==> src/rtl/fmm_pkg.sv <==
package fmm_pkg;

  typedef enum logic [2:0] {
    MM_IEEE    = 3'd0,
    MM_JAVA    = 3'd1,
    MM_CMACRO  = 3'd2,
    MM_CPP     = 3'd3,
    MM_FORTRAN = 3'd4
  } mm_kind_e;

  typedef enum logic [2:0] {
    PICK_CMP = 3'd0,
    PICK_A   = 3'd1,
    PICK_B   = 3'd2,
    PICK_QA  = 3'd3,
    PICK_QB  = 3'd4
  } mm_pick_e;

endpackage

==> src/rtl/fmm_class.sv <==
module fmm_class #(
  parameter int EXP_W = 8,
  parameter int MAN_W = 23
) (
  input  logic [EXP_W+MAN_W:0] val_i,
  output logic                 nan_o,
  output logic                 snan_o,
  output logic                 zero_o
);
  localparam int W = 1 + EXP_W + MAN_W;

  logic exp_ones;
  logic man_nz;

  always_comb begin
    exp_ones = &val_i[W-2:MAN_W];
    man_nz   = |val_i[MAN_W-1:0];
    nan_o    = exp_ones && man_nz;
    snan_o   = nan_o && !val_i[MAN_W-1];
    zero_o   = (val_i[W-2:0] == '0);
  end
endmodule

==> src/rtl/fmm_policy.sv <==
module fmm_policy
  import fmm_pkg::*;
(
  input  mm_kind_e kind_i,
  input  logic     is_max_i,
  input  logic     nan_a_i,
  input  logic     nan_b_i,
  input  logic     snan_a_i,
  input  logic     snan_b_i,
  input  logic     zero_a_i,
  input  logic     zero_b_i,
  input  logic     neg_a_i,
  output mm_pick_e pick_o,
  output logic     inv_o
);
  logic any_nan;
  logic any_snan;
  logic both_zero;
  mm_pick_e zero_pick;

  always_comb begin
    any_nan   = nan_a_i || nan_b_i;
    any_snan  = snan_a_i || snan_b_i;
    both_zero = zero_a_i && zero_b_i;
    // Java and Fortran share the signed-zero rule.
    if (is_max_i) zero_pick = neg_a_i ? PICK_B : PICK_A;
    else          zero_pick = neg_a_i ? PICK_A : PICK_B;

    pick_o = PICK_CMP;
    inv_o  = any_snan;
    unique case (kind_i)
      MM_JAVA: begin
        if (any_nan) begin
          if (snan_a_i)      pick_o = PICK_QA;
          else if (snan_b_i) pick_o = PICK_QB;
          else               pick_o = nan_a_i ? PICK_A : PICK_B;
        end else if (both_zero) begin
          pick_o = zero_pick;
        end
      end
      MM_FORTRAN: begin
        if (any_nan)        pick_o = nan_b_i ? PICK_A : PICK_B;
        else if (both_zero) pick_o = zero_pick;
      end
      MM_CMACRO: begin
        if (any_nan || both_zero) pick_o = PICK_B;
        inv_o = any_nan;
      end
      MM_CPP: begin
        if (any_nan || both_zero) pick_o = PICK_A;
        inv_o = any_nan;
      end
      default: begin
        if (any_snan || (nan_a_i && nan_b_i)) pick_o = nan_a_i ? PICK_QA : PICK_QB;
        else if (nan_a_i)                     pick_o = PICK_B;
        else if (nan_b_i)                     pick_o = PICK_A;
      end
    endcase
  end
endmodule

==> src/rtl/fmm_lane.sv <==
module fmm_lane
  import fmm_pkg::*;
#(
  parameter int EXP_W = 8,
  parameter int MAN_W = 23
) (
  input  logic [EXP_W+MAN_W:0] a_i,
  input  logic [EXP_W+MAN_W:0] b_i,
  input  logic                 is_max_i,
  input  mm_kind_e             kind_i,
  input  logic                 abs_i,
  output logic [EXP_W+MAN_W:0] res_o,
  output logic                 inv_o
);
  localparam int W = 1 + EXP_W + MAN_W;
  localparam logic [W-1:0] QUIET_BIT = W'(1) << (MAN_W - 1);

  function automatic logic ord_lt(input logic [W-1:0] x, input logic [W-1:0] y);
    if (x[W-1] != y[W-1]) return x[W-1];
    else if (!x[W-1])     return x[W-2:0] < y[W-2:0];
    else                  return x[W-2:0] > y[W-2:0];
  endfunction

  logic [W-1:0] wa, wb;
  logic clear_sign, mag_mode;
  logic nan_a, nan_b, snan_a, snan_b, zero_a, zero_b;
  logic a_less, b_less;
  mm_pick_e pick;

  always_comb begin
    clear_sign = abs_i && (kind_i != MM_IEEE);
    mag_mode   = abs_i && (kind_i == MM_IEEE);
    wa = clear_sign ? {1'b0, a_i[W-2:0]} : a_i;
    wb = clear_sign ? {1'b0, b_i[W-2:0]} : b_i;
  end

  fmm_class #(.EXP_W(EXP_W), .MAN_W(MAN_W)) u_cls_a (
    .val_i(wa), .nan_o(nan_a), .snan_o(snan_a), .zero_o(zero_a));
  fmm_class #(.EXP_W(EXP_W), .MAN_W(MAN_W)) u_cls_b (
    .val_i(wb), .nan_o(nan_b), .snan_o(snan_b), .zero_o(zero_b));

  fmm_policy u_pol (
    .kind_i(kind_i), .is_max_i(is_max_i),
    .nan_a_i(nan_a), .nan_b_i(nan_b), .snan_a_i(snan_a), .snan_b_i(snan_b),
    .zero_a_i(zero_a), .zero_b_i(zero_b), .neg_a_i(wa[W-1]),
    .pick_o(pick), .inv_o(inv_o));

  always_comb begin
    if (mag_mode && (wa[W-2:0] != wb[W-2:0])) begin
      a_less = wa[W-2:0] < wb[W-2:0];
      b_less = wb[W-2:0] < wa[W-2:0];
    end else begin
      a_less = ord_lt(wa, wb);
      b_less = ord_lt(wb, wa);
    end
    unique case (pick)
      PICK_A:  res_o = wa;
      PICK_B:  res_o = wb;
      PICK_QA: res_o = wa | QUIET_BIT;
      PICK_QB: res_o = wb | QUIET_BIT;
      default: begin
        if (is_max_i) res_o = b_less ? wa : wb;
        else          res_o = a_less ? wa : wb;
      end
    endcase
  end
endmodule

==> src/rtl/fmm_minmax.sv <==
module fmm_minmax
  import fmm_pkg::*;
#(
  parameter int LANES = 4,
  parameter int EXP_W = 8,
  parameter int MAN_W = 23
) (
  input  logic                             clk,
  input  logic                             rst_n,
  input  logic [LANES*(1+EXP_W+MAN_W)-1:0] op_a_i,
  input  logic [LANES*(1+EXP_W+MAN_W)-1:0] op_b_i,
  input  logic                             max_sel_i,
  input  logic [3:0]                       kind_fld_i,
  input  logic                             single_i,
  output logic [LANES*(1+EXP_W+MAN_W)-1:0] res_o,
  output logic                             invalid_o
);
  localparam int W  = 1 + EXP_W + MAN_W;
  localparam int VW = LANES * W;

  // Reset: asserted asynchronously, released through two flops.
  logic rst_meta, rst_ok;
  always_ff @(posedge clk or negedge rst_n) begin
    if (!rst_n) begin
      rst_meta <= 1'b0;
      rst_ok   <= 1'b0;
    end else begin
      rst_meta <= 1'b1;
      rst_ok   <= rst_meta;
    end
  end

  mm_kind_e kind;
  logic     abs_mode;
  always_comb begin
    abs_mode = kind_fld_i[3];
    unique case (kind_fld_i[2:0])
      3'd1:    kind = MM_JAVA;
      3'd2:    kind = MM_CMACRO;
      3'd3:    kind = MM_CPP;
      3'd4:    kind = MM_FORTRAN;
      default: kind = MM_IEEE;
    endcase
  end

  logic [VW-1:0]    lane_res;
  logic [LANES-1:0] lane_inv;
  logic [LANES-1:0] lane_keep;
  logic [VW-1:0]    res_d, res_q;
  logic             inv_d, inv_q;
  logic             upd_en;

  for (genvar k = 0; k < LANES; k++) begin : g_lane
    fmm_lane #(.EXP_W(EXP_W), .MAN_W(MAN_W)) u_lane (
      .a_i(op_a_i[k*W +: W]), .b_i(op_b_i[k*W +: W]),
      .is_max_i(max_sel_i), .kind_i(kind), .abs_i(abs_mode),
      .res_o(lane_res[k*W +: W]), .inv_o(lane_inv[k]));
    if (k == 0) begin : g_first
      assign lane_keep[k] = 1'b1;
    end else begin : g_rest
      assign lane_keep[k] = !single_i;
    end
    assign res_d[k*W +: W] = lane_keep[k] ? lane_res[k*W +: W] : '0;
  end

  always_comb begin
    inv_d  = |(lane_inv & lane_keep);
    upd_en = rst_ok;
  end

  always_ff @(posedge clk or negedge rst_n) begin
    if (!rst_n) begin
      res_q <= '0;
      inv_q <= 1'b0;
    end else if (!rst_ok) begin
      res_q <= '0;
      inv_q <= 1'b0;
    end else if (upd_en) begin
      res_q <= res_d;
      inv_q <= inv_d;
    end
  end

  assign res_o     = res_q;
  assign invalid_o = inv_q;

  // Lane-0 operand classes, for the checks below.
  logic a0_nan, b0_nan, a0_snan, kind_1to4;
  always_comb begin
    a0_nan    = (&op_a_i[W-2:MAN_W]) && (|op_a_i[MAN_W-1:0]);
    b0_nan    = (&op_b_i[W-2:MAN_W]) && (|op_b_i[MAN_W-1:0]);
    a0_snan   = a0_nan && !op_a_i[MAN_W-1];
    kind_1to4 = (kind_fld_i[2:0] >= 3'd1) && (kind_fld_i[2:0] <= 3'd4);
  end

  p_single_upper_zero_r12: assert property (@(posedge clk) disable iff (!rst_ok)
    single_i |=> (res_o[VW-1:W] == '0));

  p_snan_invalid_r9: assert property (@(posedge clk) disable iff (!rst_ok)
    (a0_snan && kind_1to4) |=> invalid_o);

  p_fortran_nan_r6: assert property (@(posedge clk) disable iff (!rst_ok)
    (kind_fld_i == 4'd4 && a0_nan && !b0_nan) |=> (res_o[W-1:0] == $past(op_b_i[W-1:0])));

  p_cmacro_nan_r7: assert property (@(posedge clk) disable iff (!rst_ok)
    (kind_fld_i == 4'd2 && (a0_nan || b0_nan)) |=>
      (invalid_o && res_o[W-1:0] == $past(op_b_i[W-1:0])));

  p_abs_sign_r10: assert property (@(posedge clk) disable iff (!rst_ok)
    (kind_fld_i[3] && kind_1to4) |=> !res_o[W-1]);
endmodule

==> config.mk <==
export PLATFORM = sky130hd
export DESIGN_NAME = fmm_minmax
export DESIGN_NICKNAME = d
export VERILOG_FILES = /design/src/rtl/fmm_pkg.sv /design/src/rtl/fmm_class.sv /design/src/rtl/fmm_policy.sv /design/src/rtl/fmm_lane.sv /design/src/rtl/fmm_minmax.sv
export SDC_FILE = /design/constraint.sdc
export NUM_CORES = 1
export LEC_CHECK = 0
export BUFFER_PORTS_ARGS = -buffer_cell sky130_fd_sc_hd__buf_2
export CAP_MARGIN = 40
export CORE_MARGIN = 2
export CORE_UTILIZATION = 41
export CTS_CLUSTER_DIAMETER = 150
export DETAILED_ROUTE_END_ITERATION = 12
export GPL_TIMING_DRIVEN = 0
export PLACE_DENSITY = 0.74
export SKIP_CTS_REPAIR_TIMING = 1
export SYNTH_ARGS = -nofsm -noshare
export SYNTH_HDL_FRONTEND = slang
export SYNTH_HIERARCHICAL = 1
export SYNTH_SLANG_ARGS = --single-unit
==> constraint.sdc <==
create_clock -name clk -period 1.45 [get_ports clk]
set_clock_uncertainty 0.1 [all_clocks]
set_input_delay 0.29 -clock clk [delete_from_list [all_inputs] [get_ports clk]]
set_output_delay 0.29 -clock clk [all_outputs]
set_load 0.01 [all_outputs]
# Word-level counts from Yosys, hierarchy flattened

Cells that the tools add are included.

Add/sub/neg operators: 0
Multipliers: 0
Divide/modulo/power cells: 0
Order comparisons: 16
Eq/ne operators: 36
Shifts and indexed selects: 0
Mux-type cells: 126
Bitwise logic cells: 1
Reduce and logical (&&, ||, !) cells: 83

Operators with widths:

| operator           | count |
|---|---|
| $mux 32            | 23 |
| $pmux 32 s4        | 4 |
| $gt 31x31->1       | 8 |
| $logic_not 31->1   | 8 |
| $lt 31x31->1       | 8 |
| $reduce_or 23->1   | 8 |
| $mux 128           | 1 |
| $ne 31x31->1       | 4 |
| $mux 3             | 28 |
| $reduce_and 8->1   | 8 |
| $pmux 3 s4         | 5 |
| $mux 2             | 28 |
| $mux 1             | 37 |
| $eq 3x2->1 const B | 12 |
| $logic_and 1x1->1  | 30 |
| $eq 3x1->1 const B | 6 |
| $eq 3x3->1 const B | 6 |
| $logic_or 1x1->1   | 16 |
| $logic_not 1->1    | 9 |
| $ne 1x1->1         | 8 |
| $and 4x4->4        | 1 |
| $reduce_or 4->1    | 1 |
| $logic_not 3->1    | 1 |
| $reduce_bool 3->1  | 1 |
| $reduce_or 2->1    | 1 |

Register bits: 131
Latch bits: 0
RAM bits: 0
Memory bits (read-only): 0
Input bits: 264
Word-level logic and storage cells: 266
Memories: 0

# Depth between registers and ports, before layout

Gate-level depths: netlist (run 1).

Word-level depth: 16
Depth in mapped cells: 16

# Modules after synthesis

Netlist (run 1), hierarchy kept.

Modules (own cells, without submodules):

| module                           | times used | cells an instance | area each (um^2) | sequential area each (um^2) |
|---|---|---|---|---|
| fmm_minmax                       | 1          | 280               | 4225.3           | 3278.1 |
| fmm_lane at g_lane[0].u_lane ... | 2          | 214               | 1621.6           | 0.0 |
| fmm_lane at g_lane[2].u_lane ... | 2          | 197               | 1614.0           | 0.0 |
| fmm_policy                       | 4          | 40                | 271.5            | 0.0 |
| fmm_class                        | 8          | 15                | 107.6            | 0.0 |

# Least setup slack after synthesis (run 1)

OpenSTA, ideal clock, no wires.

Path kind: input to register
Start: input port kind_fld_i[1]
End: register res_q[10] (netlist: res_o[10])
Arrival: 3918 ps
Data required time: 1231 ps
Path slack: -2687 ps
Cell stages on the path: 15
Buffers on the path: 3
Path through: nor2b_1 > o31ai_1 > nand2_1 > inv_1 > xnor2_1 > a21boi_0 > o31a_1 > nor3_2 > clkbuf_1 > a22oi_2 > o22ai_1 > buf_6 > buf_8 > mux2_4 > and2_1

Longest elaborated chain between the ends: 13
Elaborated cells between the ends (all ways): 40

RTL lines:

| item                               | RTL line                           | source |
|---|---|---|
| start: declaration                 | fmm_minmax.sv:13                   | `input logic [3:0] kind_fld_i,` |
| $eq 3x3->1 (tied with other cells) | fmm_minmax.sv:37                   | `unique case (kind_fld_i[2:0])` |
| $pmux 3 s4 (*)                     | fmm_minmax.sv:37                   |  |
| $reduce_bool 3->1 (*)              | fmm_lane.sv:31                     | `clear_sign = abs_i && (kind_i != MM_IEEE);` |
| $logic_and 1x1->1 (*)              | fmm_lane.sv:31                     |  |
| $mux 32 (*)                        | fmm_lane.sv:33                     | `wa = clear_sign ? {1'b0, a_i[W-2:0]} : a_i;` |
| via g_lane[0].u_lane.wa[31]        | fmm_lane.sv:24                     | `logic [W-1:0] wa, wb;` |
| $mux 2 (on tied branches)          | fmm_policy.sv:27, fmm_policy.sv:26 |  |
| $mux 2 (*)                         | fmm_policy.sv:26                   | `if (is_max_i) zero_pick = neg_a_i ? PICK_B : PICK_A;` |
| $mux 3 (*)                         | fmm_policy.sv:37, fmm_policy.sv:43 |  |
| $mux 3 (on tied branches)          | fmm_policy.sv:42, fmm_policy.sv:33 |  |
| $pmux 3 s4 (*)                     | fmm_policy.sv:31                   | `unique case (kind_i)` |
| via g_lane[0].u_lane.pick[1]       | fmm_lane.sv:28                     | `mm_pick_e pick;` |
| $eq 3x3->1 (tied with other cells) | fmm_lane.sv:56                     | `unique case (pick)` |
| $pmux 32 s4 (*)                    | fmm_lane.sv:56                     |  |
| via lane_res[10]                   | fmm_minmax.sv:46                   | `logic [VW-1:0] lane_res;` |
| $mux 128 (*)                       | fmm_minmax.sv:75                   | `end else if (!rst_ok) begin` |
| end signal: assignment             | fmm_minmax.sv:79                   | `res_q <= res_d;` |
| end: declaration                   | fmm_minmax.sv:49                   | `logic [VW-1:0] res_d, res_q;` |

Mark *: on every way through the listed nets, which the timed path passes. The rest lies on a longest branch.

# Worst setup path after layout (run 1)

Start: input port op_a_i[30]
End: register res_q[25] (netlist: res_o[25])

Longest elaborated chain between the ends: 11
Elaborated cells between the ends (all ways): 44

RTL lines:

| item                                                                 | RTL line         | source |
|---|---|---|
| start: declaration                                                   | fmm_minmax.sv:10 | `input logic [LANES*(1+EXP_W+MAN_W)-1:0] op_a_i,` |
| $mux 32 (*)                                                          | fmm_lane.sv:33   |  |
| parallel branches: the longest is 8 deep, another holds $lt 31x31->1 | n/a              |  |
| $pmux 32 s4 (*)                                                      | fmm_lane.sv:56   |  |
| via lane_res[25]                                                     | fmm_minmax.sv:46 |  |
| $mux 128 (*)                                                         | fmm_minmax.sv:75 |  |

Mark *: on every way through the listed nets, which the timed path passes.

==> results of run 1 <==
[worst paths after layout]
check,startpoint,to,cells past startpoint
setup / recovery,op_a_i[30],res_o[25]$_DFF_PN0_,14
max in group asynchronous,rst_n,res_o[30]$_DFF_PN0_,3
hold / removal,single_i,invalid_o$_DFF_PN0_,3
hold reg to reg,rst_meta$_DFF_PN0_,rst_ok$_DFF_PN0_,0
setup reg to reg,rst_ok$_DFF_PN0_,res_o[105]$_DFF_PN0_,4
min in group asynchronous,rst_n,res_o[53]$_DFF_PN0_,2
[final cells by class]
class	instances	area [um2]
buffer	45	462
clock buffer	23	498
clock inverter	5	100
fill	2537	12400
inverter	146	548
multi-input combinational	1060	9790
sequential	131	3280
tap	396	495
timing repair buffer	463	2880
[power by group]
| part | internal (mW) | switching (mW) | total, mW |
|---|---|---|---|
| logic | 2.95 | 2.70 | 5.65 |
| clock network | 2.90 | 1.71 | 4.61 |
| registers | 3.91 | 0.0703 | 3.98 |
[through the flow]
stage | setup TNS (ns) | utilization
after detailed placement | -298.03 | 0.514
after global routing | -225.83 | 0.593
after global placement | -537.84 | 0.513
final | -219.54 | 0.593
after CTS | -242.69 | 0.534
after floorplan | -207.23 | -
[flip-flops by register name (all words and copies together) (netlist names)]
register and cells:
res_o 128, invalid_o 1, rst_meta 1, rst_ok 1
[worst max-delay path, stage by stage]
cell       delay (ns)
buf_2            0.14
inv_1            0.11
ha_4             0.30
nand4_4          0.14
or4_4            0.60
a2111o_1         0.34
a21oi_2          0.19
o31ai_2          0.14
a22oi_2          0.30
o22ai_4          0.13
buf_6            0.16
clkbuf_16        0.16
mux2_4           0.29
and2_4           0.15
[per-layer routing]
metal | vias to the layer above | GRT usage | wire (um)
li1 | 6042 | - | -
met1 | 6268 | 0.294 | 17600
met2 | 512 | 0.404 | 21700
met3 | 74 | 0.0381 | 2570
met4 | 2 | 0.0550 | 815
met5 | - | 0 | 10
==> metrics.md, run 1 <==
| Metric | Value |
|---|---|
| Pwr per Cell Area | `788 nW/um2` |
| Pin count of the biggest net entering global routing | `74` |
| Worst Slack Setup Final | `-1.80 ns` |
| Placed Area | `roughly 16,000 um2` |
| Post-route minimum period | `3.25 ns` |
| Critical path type | `in -> reg` |
| Reg clk slew, reported paths | `0.05 ns` |
| Endpoints failing setup | `129` |
| Die width | `180 um` |
| Gpl congestion | `0.909` |
| Failing checks | `negative setup slack` |
| Vias per inst | `5.68` |
| Worst-Margin Slew | `0.905 ns` |
| Status | `finished with violations` |
| CTS Buf Count | `17` |
| Max Root-Sink Buffers | `2` |
| Most common cell after layout, fill and taps aside | `buf_2` |
| Global-route wire length before repair | `61.1 mm` |
| Share of layout cells above drive strength 1 | `0.509` |
| Hold WC Path Type | `in -> reg` |
| Insertion delay to the later sink of the worst-skew pair | `0.41 ns` |
| CTS tree | `done` |
| Detailed-route wire length | `42.7 mm` |
| Max-slew headroom | `0.394` |
| Vias | `12,900` |
| Gr ovfl total | `0` |
| Max Cap Viol | `0` |
| Row count | `between 60 and 70` |
| Critical path fanouts, max | `5` |
| Period utilization | `2.24` |
| Layout net count | `2,252` |
| P_leak | `9.13 nW` |
| Drt drc | `0` |
| Hold slack final | `0.114 ns` |
| Input/output buffers | `~390` |
| Clk sinks | `131` |
| Crit path required time | `between 1.5 and 2 ns` |
| Final hold vios | `0` |
| DIE AREA | `32,200 um2` |
| Placed wire-length estimate | `30.8 mm` |
| Post-Syn Nets | `1,768` |
| Vias in the first global route | `12,000` |
| Antenna Nets Post-Route | `0` |
| Post-Synthesis Cells | `roughly 1,400` |
| GRT Total Usage | `0.230` |
| Most frequent cells in the layout | `buf_2 (372), inv_1 (135), dfrtp_1 (131)` |
| Antenna diode count | `0` |
| Post-Syn Area | `12,600 um2` |
| Overall power | `14.2 mW` |
| Fmax | `0.308 GHz` |
| R2R setup slack | `-0.15 ns` |
| Ports | `393` |
| Crit. End Element | `register` |
| Average wire per standard cell | `18.8 um` |
| Final max-slew violation count | `0` |
| Post-Syn Area per Cell | `9.15 um2` |
| Antenna violations before repair | `1` |
| Worst slack at placement | `-2.54 ns` |
| Worst ir drop on vdd | `696 uV` |
| CORE AREA | `30,400 um2` |
| Initial Util | `0.415` |
| Pre-antenna DRT Iters | `5` |
| Iteration-0 DRC Markers | `between 600 and 700` |
| Worst EP arrival | `3.46 ns` |
| Final cell count without fillers | `2,269` |
| Root Buffer | `clkbuf_16` |
| Area Overhead vs Synth | `42.9%` |
| Fin area | `18,100 um2` |
| H-tree depth | `4` |
| Total number of yosys warnings | `6` |
| RSZ-0062 raised after global routing | `yes` |
| Die height | `180 um` |
| Placed insts | `around 2,200` |
| Critical path startpoint category | `input pin` |
No activity file was read; power rests on OpenSTA's default activity.
==> inputs of run 2 (changes only) <==
Settings changed: CORE_ASPECT_RATIO set to 1.4.
==> run 2 against run 1 <==
The flow still finishes with violations (negative setup slack). Sequential cell count stayed put. Sequential share of layout area is 0.31 points lower. Critical path depth is 1 higher. Non-clock buffer count is 4 lower. Fmax is 3.0% lower. Routed wire length is 1.9% higher.
==> metrics.md, run 2 (synthesis results as in run 1) <==
| Metric | Value |
|---|---|
| Final max-slew violation count | `0` |
| Gr ovfl total | `0` |
| Pwr per Cell Area | `791 nW/um2` |
| Period utilization | `2.31` |
| Vias | `13,100` |
| Ports | `393` |
| Worst EP arrival | `3.59 ns` |
| Area Overhead vs Synth | `45.4%` |
| Drt drc | `0` |
| Share of layout cells above drive strength 1 | `0.536` |
| Vias per inst | `5.78` |
| Worst Setup SP | `op_a_i[16]` |
| DIE AREA | `32,300 um2` |
| Reg2Reg Depth | `4` |
| CORE AREA | `30,500 um2` |
| Reg2Reg Capture Point | `res_o[122]$_DFF_PN0_` |
| Worst slack at placement | `-2.66 ns` |
| Placed insts | `2,163` |
| Iteration-0 DRC Markers | `674` |
| P_leak | `between 9 and 10 nW` |
| Vias in the first global route | `12,400` |
| Endpoints failing setup | `129` |
| Input/output buffers | `392` |
| Gpl congestion | `0.891` |
| Largest register FFs | `128` |
| Worst stage delay on the critical path | `0.50 ns` |
| Initial Util | `0.414` |
| Placed Area | `between 15,000 and 20,000 um2` |
| GRT Total Usage | `0.233` |
| Critical path fanouts, max | `7` |
| Root Buffer | `clkbuf_16` |
| Die width | `around 150 um` |
| Critical Path End | `res_o[27]$_DFF_PN0_` |
| CTS Buf Count | `17` |
| Clk sinks | `131` |
| Fin util | `0.602` |
| Slowest stage cell on the critical path | `a221oi_1` |
| Pre-antenna DRT Iters | `6` |
| Worst ir drop on vdd | `between 700 and 800 uV` |
| Reg clk slew, reported paths | `0.06 ns` |
| Pin count of the biggest net entering global routing | `77` |
| Critical Path, Cell by Cell | `buf_2 -> inv_1 -> ha_1 -> a21oi_1 -> o21ai_0 -> a221oi_1 -> o21ai_2 -> or2_1 -> o2111ai_2 -> a22oi_2 -> o22ai_4 -> buf_6 -> buf_12 -> mux2_2 -> and2_4` |
| Worst path bufs/invs | `4` |
| Most frequent cells in the layout | `buf_2 (367), dfrtp_1 (131), inv_1 (125)` |
| Max-slew headroom | `0.409` |
| CTS tree | `done` |
| Global-route wire length before repair | `61.3 mm` |
| Final cell count without fillers | `2,264` |
| RSZ-0062 raised after global routing | `yes` |
| Status | `finished with violations` |
| Critical path startpoint category | `input pin` |
| H-tree depth | `4` |
| Post-route minimum period | `3.35 ns` |
| Placed wire-length estimate | `31.2 mm` |
| Crit path required time | `1.69 ns` |
| Max Cap Viol | `0` |
| Insertion delay to the later sink of the worst-skew pair | `0.44 ns` |
| Levels on crit path | `15` |
| Antenna Nets Post-Route | `0` |
| Die height | `around 210 um` |
| Antenna violations before repair | `1` |
| Row count | `76` |
| Detailed-route wire length | `43.5 mm` |
| Max Root-Sink Buffers | `2` |
| Worst-Margin Slew | `0.887 ns` |
| Worst Slack Setup Final | `-1.90 ns` |
| Antenna diode count | `0` |
| R2R setup slack | `0.03 ns` |
| CP delay by family, top | `compound AO/OA/AOI/OAI gates` |
| Layout net count | `2,249` |
| Crit. End Element | `register` |
| Fmax | `0.298 GHz` |
| Aggregate negative setup slack | `-211.73 ns` |
| Hold WC Path Type | `in -> reg` |
| RR Startpoint | `rst_ok$_DFF_PN0_` |
| Critical path type | `in -> reg` |
| Fin area | `18,400 um2` |
| Fillers | `2,431` |
| Average wire per standard cell | `19.2 um` |
| Failing checks | `negative setup slack` |
| Final hold vios | `0` |
| Most common cell after layout, fill and taps aside | `buf_2` |
run 2: cell count changes in the layout (fill, tap and decap cells not counted), moves of 10 or more:
| cell | delta |
|---|---|
| ha_4 | +19 |
| ha_1 | -19 |
| mux2_4 | -16 |
| mux2_2 | +16 |
| inv_1 | -10 |
| and2_4 | +12 |
| and2_1 | -12 |
run 2: cell type report:
type,instances,area [um2],area share
multi-input cells,1061,10100,0.549
clock inverters,12,180,0.00981
well taps,390,488,0.0266
flip-flops and latches,131,3280,0.178
clock buffers,20,457,0.0249
repair buffers,460,2860,0.156
plain buffers,44,455,0.0248
inverters,146,556,0.0302
run 2: stage by stage:
| stage | power (mW) | hold WS (ns) |
|---|---|---|
| after floorplan | 7.05 | -0.106 |
| after global placement | 8.48 | 0.231 |
| after detailed placement | 8.60 | 0.193 |
| after CTS | 13.4 | -0.304 |
| after global routing | 15.2 | 0.0623 |
| final | 14.5 | 0.0823 |
run 2: how the worst min path moves through the flow:
stage | start | endpoint | slack [ns] | cells past startpoint
after floorplan | rst_n | invalid_o$_DFF_PN0_ | -0.11 | 0
after detailed placement | rst_n | res_o[21]$_DFF_PN0_ | 0.19 | 1
after global routing | single_i | invalid_o$_DFF_PN0_ | 0.06 | 3
final | single_i | invalid_o$_DFF_PN0_ | 0.08 | 3
after CTS | rst_n | res_o[21]$_DFF_PN0_ | -0.30 | 1
after global placement | rst_meta$_DFF_PN0_ | rst_ok$_DFF_PN0_ | 0.23 | 0
run 2: worst register-to-register path, cell delays in order, from the launching register on:
cell     delay, ns
dfrtp_1       0.47
and2b_4       0.27
buf_6         0.19
buf_6         0.17
and2_4        0.15
run 2: report_power, final:
part	total, mW	internal (mW)	switching (mW)
clock network	4.78	2.97	1.81
logic	5.76	3.00	2.76
registers	3.98	3.91	0.0698
total	14.5	9.88	4.65
run 2: routing by layer:
metal / routed length (um) / vias to the layer above / share of wire / GRT usage
met5: 0 / - / 0 / 0
met4: 1720 / 0 / 0.039 / 0.101
met3: 2200 / 137 / 0.051 / 0.0362
met2: 23200 / 573 / 0.53 / 0.440
met1: 16400 / 6313 / 0.38 / 0.256
li1: - / 6053 / - / -
